### config.mk
export PLATFORM = sky130hd
export DESIGN_NAME = bus_node_csr_unit
export DESIGN_NICKNAME = d
export VERILOG_FILES = /design/src/rtl/node_csr_pkg.sv /design/src/rtl/csr_state_ctrl.sv /design/src/rtl/csr_split_timeout.sv /design/src/rtl/bus_node_csr_unit.sv
export SDC_FILE = /design/constraint.sdc
export NUM_CORES = 1
export LEC_CHECK = 0
export CELL_PAD_IN_SITES_DETAIL_PLACEMENT = 0
export CELL_PAD_IN_SITES_GLOBAL_PLACEMENT = 1
export CORE_UTILIZATION = 42
export CTS_BUF_LIST = sky130_fd_sc_hd__clkbuf_8
export CTS_CLUSTER_DIAMETER = 120
export DETAILED_ROUTE_END_ITERATION = 7
export DONT_BUFFER_PORTS = 1
export GPL_TIMING_DRIVEN = 0
export HOLD_SLACK_MARGIN = 0.05
export PLACE_DENSITY = 0.85
export SLEW_MARGIN = 20
export SYNTH_ARGS = -nofsm -noshare
export SYNTH_HDL_FRONTEND = slang
export SYNTH_HIERARCHICAL = 1
export SYNTH_SLANG_ARGS = --single-unit
### constraint.sdc
create_clock -name clk -period 4.3 [get_ports clk]
set_input_delay 0.43 -clock clk [delete_from_list [all_inputs] [get_ports clk]]
set_output_delay 0.43 -clock clk [all_outputs]
set_load 0.03 [all_outputs]
### src/rtl/node_csr_pkg.sv
package node_csr_pkg;

  localparam int unsigned WORD_W = 32;

  typedef enum logic [2:0] {
    SEL_STATE = 3'd0,
    SEL_SET   = 3'd1,
    SEL_CLR   = 3'd2,
    SEL_TO_HI = 3'd3,
    SEL_TO_LO = 3'd4,
    SEL_CAPS  = 3'd5
  } csr_sel_e;

endpackage

### src/rtl/csr_state_ctrl.sv
module csr_state_ctrl #(
  parameter int unsigned WORD_W       = 32,
  parameter int unsigned CMSTR_BIT    = 8,
  parameter int unsigned ABDICATE_BIT = 10,
  parameter int unsigned DREQ_BIT     = 12
) (
  input  logic              clk,
  input  logic              rst_n,
  input  logic              resume,
  input  logic              set_we,
  input  logic              clr_we,
  input  logic [WORD_W-1:0] wdata,
  input  logic              is_root,
  input  logic              cm_capable,
  input  logic              bus_reset,
  output logic [WORD_W-1:0] state_o,
  output logic              cyc_start_en_o
);

  localparam logic [WORD_W-1:0] CM_MASK  = WORD_W'(1) << CMSTR_BIT;
  localparam logic [WORD_W-1:0] ABD_MASK = WORD_W'(1) << ABDICATE_BIT;
  localparam logic [WORD_W-1:0] DRQ_MASK = WORD_W'(1) << DREQ_BIT;
  localparam logic [WORD_W-1:0] KEEP    = CM_MASK | ABD_MASK | DRQ_MASK;

  logic [WORD_W-1:0] st_q, st_d;
  logic              was_root_q, was_root_d;
  logic              en_q, en_d;
  logic              upd;

  assign upd = resume | set_we | clr_we | bus_reset;

  always_comb begin
    st_d       = st_q;
    was_root_d = was_root_q;
    en_d       = en_q;
    if (resume) begin
      st_d       = '0;
      was_root_d = 1'b0;
    end else begin
      if (set_we) begin
        st_d = st_d | (wdata & KEEP);
        if (wdata[CMSTR_BIT] && is_root) en_d = 1'b1;
      end
      if (clr_we) begin
        st_d = st_d & ~(wdata & KEEP);
        if (wdata[CMSTR_BIT] && is_root) en_d = 1'b0;
      end
      if (bus_reset) begin
        st_d = st_d & ~ABD_MASK;
        if (!is_root) begin
          was_root_d = 1'b0;
          st_d       = st_d & ~CM_MASK;
        end else if (!was_root_q) begin
          was_root_d = 1'b1;
          en_d       = cm_capable;
          if (cm_capable) st_d = st_d | CM_MASK;
          else            st_d = st_d & ~CM_MASK;
        end
      end
    end
  end

  always_ff @(posedge clk or negedge rst_n) begin
    if (!rst_n) begin
      st_q       <= '0;
      was_root_q <= 1'b0;
      en_q       <= 1'b0;
    end else if (upd) begin
      st_q       <= st_d;
      was_root_q <= was_root_d;
      en_q       <= en_d;
    end
  end

  assign state_o        = st_q;
  assign cyc_start_en_o = en_q;


  abd_clear_chk: assert property (@(posedge clk) disable iff (!rst_n)
    bus_reset |=> !state_o[ABDICATE_BIT]);


  nonroot_cm_clear_chk: assert property (@(posedge clk) disable iff (!rst_n)
    (bus_reset && !is_root) |=> !state_o[CMSTR_BIT]);


  cs_enable_chk: assert property (@(posedge clk) disable iff (!rst_n)
    (set_we && wdata[CMSTR_BIT] && is_root && !resume && !bus_reset) |=> cyc_start_en_o);


  cs_disable_chk: assert property (@(posedge clk) disable iff (!rst_n)
    (clr_we && wdata[CMSTR_BIT] && is_root && !resume && !bus_reset) |=> !cyc_start_en_o);


  first_root_chk: assert property (@(posedge clk) disable iff (!rst_n)
    (bus_reset && is_root && !was_root_q && !resume)
      |=> (state_o[CMSTR_BIT] == $past(cm_capable)) && (cyc_start_en_o == $past(cm_capable)));


  root_hold_chk: assert property (@(posedge clk) disable iff (!rst_n)
    (bus_reset && is_root && was_root_q && !resume && !set_we && !clr_we)
      |=> $stable(state_o[CMSTR_BIT]) && $stable(cyc_start_en_o));

endmodule

### src/rtl/csr_split_timeout.sv
module csr_split_timeout #(
  parameter int unsigned WORD_W  = 32,
  parameter int unsigned HI_W    = 3,
  parameter int unsigned LO_W    = 13,
  parameter int unsigned CPS     = 8000,
  parameter int unsigned LO_MIN  = 800,
  parameter int unsigned LO_MAX  = 7999,
  parameter int unsigned LO_INIT = 800,
  parameter int unsigned TOTAL_W = 16
) (
  input  logic               clk,
  input  logic               rst_n,
  input  logic               resume,
  input  logic               hi_we,
  input  logic               lo_we,
  input  logic [WORD_W-1:0]  wdata,
  output logic [HI_W-1:0]    hi_o,
  output logic [LO_W-1:0]    lo_o,
  output logic [TOTAL_W-1:0] total_o
);

  localparam int unsigned LO_SHIFT = WORD_W - LO_W;
  localparam logic [LO_W-1:0] LO_MIN_V  = LO_W'(LO_MIN);
  localparam logic [LO_W-1:0] LO_MAX_V  = LO_W'(LO_MAX);
  localparam logic [LO_W-1:0] LO_INIT_V = LO_W'(LO_INIT);

  logic [HI_W-1:0] hi_q, hi_d;
  logic [LO_W-1:0] lo_q, lo_d;
  logic [LO_W-1:0] lo_shifted;
  logic            upd;

  assign lo_shifted = wdata[WORD_W-1:LO_SHIFT];
  assign upd        = resume | hi_we | lo_we;

  always_comb begin
    hi_d = hi_q;
    lo_d = lo_q;
    if (resume) begin
      hi_d = '0;
      lo_d = LO_INIT_V;
    end else begin
      if (hi_we) hi_d = wdata[HI_W-1:0];
      if (lo_we) begin
        if (lo_shifted < LO_MIN_V)      lo_d = LO_MIN_V;
        else if (lo_shifted > LO_MAX_V) lo_d = LO_MAX_V;
        else                            lo_d = lo_shifted;
      end
    end
  end

  always_ff @(posedge clk or negedge rst_n) begin
    if (!rst_n) begin
      hi_q <= '0;
      lo_q <= LO_INIT_V;
    end else if (upd) begin
      hi_q <= hi_d;
      lo_q <= lo_d;
    end
  end

  assign hi_o    = hi_q;
  assign lo_o    = lo_q;
  assign total_o = TOTAL_W'(hi_q) * TOTAL_W'(CPS) + TOTAL_W'(lo_q);


  lo_range_chk: assert property (@(posedge clk) disable iff (!rst_n)
    (lo_we && !resume) |=> (lo_o >= LO_MIN_V) && (lo_o <= LO_MAX_V));


  hi_keep_chk: assert property (@(posedge clk) disable iff (!rst_n)
    (hi_we && !resume) |=> hi_o == $past(wdata[HI_W-1:0]));


  resume_init_chk: assert property (@(posedge clk) disable iff (!rst_n)
    resume |=> (hi_o == '0) && (lo_o == LO_INIT_V));

endmodule

### src/rtl/bus_node_csr_unit.sv
module bus_node_csr_unit #(
  parameter int unsigned CMSTR_BIT      = 8,
  parameter int unsigned ABDICATE_BIT   = 10,
  parameter int unsigned DREQ_BIT       = 12,
  parameter int unsigned HI_W           = 3,
  parameter int unsigned LO_W           = 13,
  parameter int unsigned CYCLES_PER_SEC = 8000,
  parameter int unsigned LO_MIN         = 800,
  parameter int unsigned LO_MAX         = 7999,
  parameter int unsigned LO_INIT        = 800,
  parameter logic [31:0] CAPS_WORD      = 32'h0000_83C0,
  localparam int unsigned TOTAL_W =
    $clog2(((1 << HI_W) - 1) * CYCLES_PER_SEC + LO_MAX + 1)
) (
  input  logic               clk,
  input  logic               rst_n,
  input  logic               resume,
  input  logic               acc_en,
  input  logic               acc_wr,
  input  logic [2:0]         acc_sel,
  input  logic [31:0]        acc_wdata,
  output logic [31:0]        acc_rdata,
  input  logic               is_root,
  input  logic               cm_capable,
  input  logic               bus_reset,
  output logic [TOTAL_W-1:0] split_timeout,
  output logic               cycle_start_en
);

  import node_csr_pkg::*;

  localparam logic [WORD_W-1:0] KEEP = (WORD_W'(1) << CMSTR_BIT)
                                     | (WORD_W'(1) << ABDICATE_BIT)
                                     | (WORD_W'(1) << DREQ_BIT);

  csr_sel_e          sel;
  logic              wr_go;
  logic              set_we, clr_we, hi_we, lo_we;
  logic [WORD_W-1:0] state_w;
  logic [HI_W-1:0]   hi_w;
  logic [LO_W-1:0]   lo_w;

  assign sel    = csr_sel_e'(acc_sel);
  assign wr_go  = acc_en & acc_wr;
  assign set_we = wr_go && (sel == SEL_SET);
  assign clr_we = wr_go && (sel == SEL_CLR);
  assign hi_we  = wr_go && (sel == SEL_TO_HI);
  assign lo_we  = wr_go && (sel == SEL_TO_LO);

  csr_state_ctrl #(
    .WORD_W      (WORD_W),
    .CMSTR_BIT   (CMSTR_BIT),
    .ABDICATE_BIT(ABDICATE_BIT),
    .DREQ_BIT    (DREQ_BIT)
  ) u_state (
    .clk           (clk),
    .rst_n         (rst_n),
    .resume        (resume),
    .set_we        (set_we),
    .clr_we        (clr_we),
    .wdata         (acc_wdata),
    .is_root       (is_root),
    .cm_capable    (cm_capable),
    .bus_reset     (bus_reset),
    .state_o       (state_w),
    .cyc_start_en_o(cycle_start_en)
  );

  csr_split_timeout #(
    .WORD_W (WORD_W),
    .HI_W   (HI_W),
    .LO_W   (LO_W),
    .CPS    (CYCLES_PER_SEC),
    .LO_MIN (LO_MIN),
    .LO_MAX (LO_MAX),
    .LO_INIT(LO_INIT),
    .TOTAL_W(TOTAL_W)
  ) u_split (
    .clk    (clk),
    .rst_n  (rst_n),
    .resume (resume),
    .hi_we  (hi_we),
    .lo_we  (lo_we),
    .wdata  (acc_wdata),
    .hi_o   (hi_w),
    .lo_o   (lo_w),
    .total_o(split_timeout)
  );

  always_comb begin
    acc_rdata = '0;
    case (sel)
      SEL_STATE, SEL_SET, SEL_CLR: acc_rdata = state_w;
      SEL_TO_HI: acc_rdata = {{(WORD_W-HI_W){1'b0}}, hi_w};
      SEL_TO_LO: acc_rdata = {lo_w, {(WORD_W-LO_W){1'b0}}};
      SEL_CAPS:  acc_rdata = CAPS_WORD;
      default:   acc_rdata = '0;
    endcase
  end


  state_mask_chk: assert property (@(posedge clk) disable iff (!rst_n)
    (sel == SEL_STATE) |-> ((acc_rdata & ~KEEP) == '0));


  lo_read_align_chk: assert property (@(posedge clk) disable iff (!rst_n)
    (sel == SEL_TO_LO) |-> (acc_rdata[WORD_W-LO_W-1:0] == '0));


  caps_chk: assert property (@(posedge clk) disable iff (!rst_n)
    (sel == SEL_CAPS) |-> (acc_rdata == CAPS_WORD));

endmodule

==> results.tsv <==
stage	metric	value	unit
finish	final cell count without fillers	350	
pwr	Peak VDD IR	0.148	mV
sta	setup violators final	0	
detailed_routing	Pre-antenna DRT Iters	4	
placed_design	placed cells	345	
detailed_routing	WL final	4700	um
clock_network	postcts setup bufs	0	
global_routing	global route overflow	0	
placed_design	pre-CTS setup slack	0.334	ns
finish	final net count	347	
global_routing	vias in the first global route	1503	
synth	Yosys reg bits	21	
synth	Cells after Synth	250	
clock_network	Max clock buf depth	2	
placed_design	gpl congestion	0.765	
clock_network	CTS tree	built	
pwr	Pleak	1.19	nW
detailed_routing	DRT antenna net count	0	
sta	slew margin rel.	49.8	%
run	max_cap viols	0	
sta	min cycle time layout	4.12	ns
setup_path	CP required	3.87	ns
finish	Design Area, Final	2450	sq um
clock_network	Skew-Pair Late Insertion Delay	0.25	ns
finish	Layout Area Growth over Synthesis	11.6	%
sta	Final Skew	0.000169	ns
floorplan	Rows	25	
setup_path	Worst R2R Start	u_state/cyc_start_en_o	
synth	commonest register cell after synthesis	dfrtp_1	
floorplan	Die W	74.3	um
sta	fmax	243	MHz
finish	fin util	50.2	%
status	status	completed	
floorplan	Ports	92	
sta	final hold vios	0	
setup_path	Crit. Startpoint	u_split/hi_o[0]	
clock_network	Clock transition at path regs	0.08	ns
setup_path	WP data arrival	3.69	ns
synth	register area share after synthesis	24.1	%
global_routing	largest net degree at the start of global routing	22	
sta	post-route worst setup slack	0.177	ns
clock_network	H-tree depth	1	
placed_design	DP HPWL	3820	um
synth	ys async rst share	100	%
synth	Syn Area/Cell	8.78	sq um
clock_network	clk root buf	clkbuf_8	
synth	largest family of logic cells by synthesized area	compound AO/OA/AOI/OAI gates	
placed_design	port bufs	0	
setup_path	endpoint type of the worst setup path	output port	
pwr	Power Density	196	nW/um^2
floorplan	die height	74.3	um
finish	share of cells above drive strength 1	21.9	%
floorplan	DIE AREA	5520	sq um
global_routing	initial antenna violation count	0	
synth	count of cell types in the netlist	44	
detailed_routing	remaining routing DRC violations	0	
finish	antenna diode count	0	
sta	Slew Viols, Final	0	
setup_path	CP Launch Type	register	
floorplan	core footprint	4880	sq um
detailed_routing	DRT iter0 DRCs	50	
synth	Synth Area in Compound Gates	21.5	%
synth	yosys warns	6	
global_routing	first-pass GRT wire length	7230	um
placed_design	Placed Area	2380	sq um
clock_network	Num CTS Buffers	3	
sta	TNS Setup	0	ns
clock_network	clk sinks	21	
detailed_routing	via count	1704	
finish	fillers	482	
detailed_routing	Vias/cell	4.87	
synth	mapped cell area	2190	sq um
synth	Post-Synth XOR/XNOR Area	3.59	%
global_routing	GRT Util Overall	16.9	%
setup_path	Max FO, Critical Path	7	
detailed_routing	Avg WL per Cell	13.4	um
floorplan	Starting Density	45.0	%
sta	Worst Tran Pin Value	0.747	ns
synth	Post-Synth Simple-Gate Area	15.9	%
sta	unrepaired setup endpoints after global routing	no	
sta	final worst path period share	95.9	%
synth	Post-Synth Adder-Cell Area	13.1	%
setup_path	worst setup path category	reg -> out	
setup_path	number of cells on the worst reg-to-reg path	3	
synth	proportion of synthesized area in mux cells	4.73	%
synth	number of synthesized flops with an enable pin	0	
min_path	hold crit path type	in -> async	
==> synth_stat cells, types with 2 or more instances <==
cell type,number,area (sq um)
a21bo_2,3,30.0
a21oi_1,11,55.1
a22o_1,15,131
and2_1,12,75.1
buf_2,5,25.0
buf_4,36,270
clkbuf_1,2,7.51
dfrtp_1,18,450
dfstp_2,3,78.8
fa_1,5,100
ha_1,15,188
inv_1,18,67.6
mux2i_1,9,90.1
nand2_1,10,37.5
nand2b_1,2,12.5
nand3_1,7,35.0
nor2_1,21,78.8
nor2b_1,3,18.8
nor3_1,5,25.0
nor3b_2,2,25.0
o211ai_1,2,15.0
o21a_1,7,52.6
o21ai_0,10,50.1
o32a_1,2,20.0
xnor2_1,6,52.6
xor2_1,3,26.3
==> cells by family (layout without fill, tap and decap cells) <==
kind of cell	Yosys count	count (layout)
buffers and inverters	61	66
adder cells (fa/ha/maj)	20	20
AO/OA/AOI/OAI	61	61
other	1	29
AND/OR/NAND/NOR	67	67
multiplexers	10	10
XOR/XNOR	9	9
flip-flops	21	21
==> area by class of cell <==
cell class / instances / area (sq um) / area share, %
inverters: 18 / 67.6 / 2.76
plain buffers: 43 / 303 / 12.4
repair buffers: 1 / 5.00 / 0.204
flip-flops and latches: 21 / 529 / 21.6
clock inverters: 1 / 5.00 / 0.204
well taps: 67 / 83.8 / 3.42
multi-input cells: 196 / 1420 / 57.8
clock buffers: 3 / 41.3 / 1.69
==> metrics by stage <==
| stage | total power [mW] | hold slack (ns) |
|---|---|---|
| final | 0.481 | 0.129 |
| after global routing | 0.509 | 0.166 |
| after CTS | 0.486 | 0.221 |
| after detailed placement | 0.350 | 0.135 |
| after global placement | 0.349 | 0.135 |
| after floorplan | 0.338 | 0.134 |
==> state kept, by name, summed over array words and instances, names as in the netlist <==
name,flops
u_state/was_root_q,1
u_split/lo_o,13
u_state/cyc_start_en_o,1
u_split/hi_o,3
u_state/state_o,3
==> worst max-delay path, cell delays in order, from the launching register on <==
cell and delay, ns:
dfrtp_1 0.49, fa_1 0.64, inv_1 0.10, fa_1 0.46
fa_1 0.49, inv_1 0.04, ha_1 0.32, o21ai_0 0.10
nand2b_1 0.15, o21ai_4 0.09, xnor2_1 0.56
==> what timing repair did <==
action / 4_1_cts / 5_1_grt
endpoints found under the setup margin: 0 / 2
hold endpoints to repair: 21 / 0
gates resized for setup: 0 / 2
hold buffers: 1 / 0
==> worst paths after layout <==
| check | to | slack (ns) |
|---|---|---|
| max | split_timeout[13] | 0.18 |
| min | u_split/lo_o[1] | 0.13 |
| max reg2reg | u_state/cyc_start_en_o | 3.00 |
| min reg2reg | u_split/lo_o[2] | 0.51 |
| max in group asynchronous | u_split/lo_o[5] | 3.80 |
| min in group clk | u_state/was_root_q | 0.23 |
==> layer usage <==
| layer | global-route usage, % | up-vias | wire [um] |
|---|---|---|---|
| li1 | - | 868 | - |
| met1 | 22.7 | 778 | 2140 |
| met3 | 5.15 | 2 | 393 |
| met5 | 0 | - | 0 |
| met2 | 28.0 | 56 | 2150 |
| met4 | 1.26 | 0 | 13 |
==> layout by cell type (no fill, tap or decap), types with 2 or more instances in the layout <==
master	synthesis	layout
buf_4	36	36
conb_1	1	29
nor2_1	21	21
inv_1	18	18
dfrtp_1	18	18
a22o_1	15	15
ha_1	15	15
and2_1	12	12
a21oi_1	11	11
nand2_1	10	10
o21ai_0	10	10
mux2i_1	9	9
o21a_1	7	7
nand3_1	7	7
buf_2	5	6
nor3_1	5	5
xnor2_1	6	5
fa_1	5	5
a21bo_2	3	3
clkbuf_8	0	3
nor2b_1	3	3
dfstp_2	3	3
clkbuf_1	2	2
nor3b_2	2	2
nand2b_1	2	2
o211ai_1	2	2
xor2_1	3	2
o32a_1	2	2
==> power breakdown <==
group | internal (mW) | leakage, nW | total [mW] | switching (mW)
Clock | 0.0645 | 0.0255 | 0.130 | 0.0650
Combinational | 0.0495 | 0.885 | 0.141 | 0.0911
Sequential | 0.203 | 0.277 | 0.211 | 0.00805
Total | 0.317 | 1.19 | 0.481 | 0.164
Note: power is estimated with default switching activity, not from simulation.
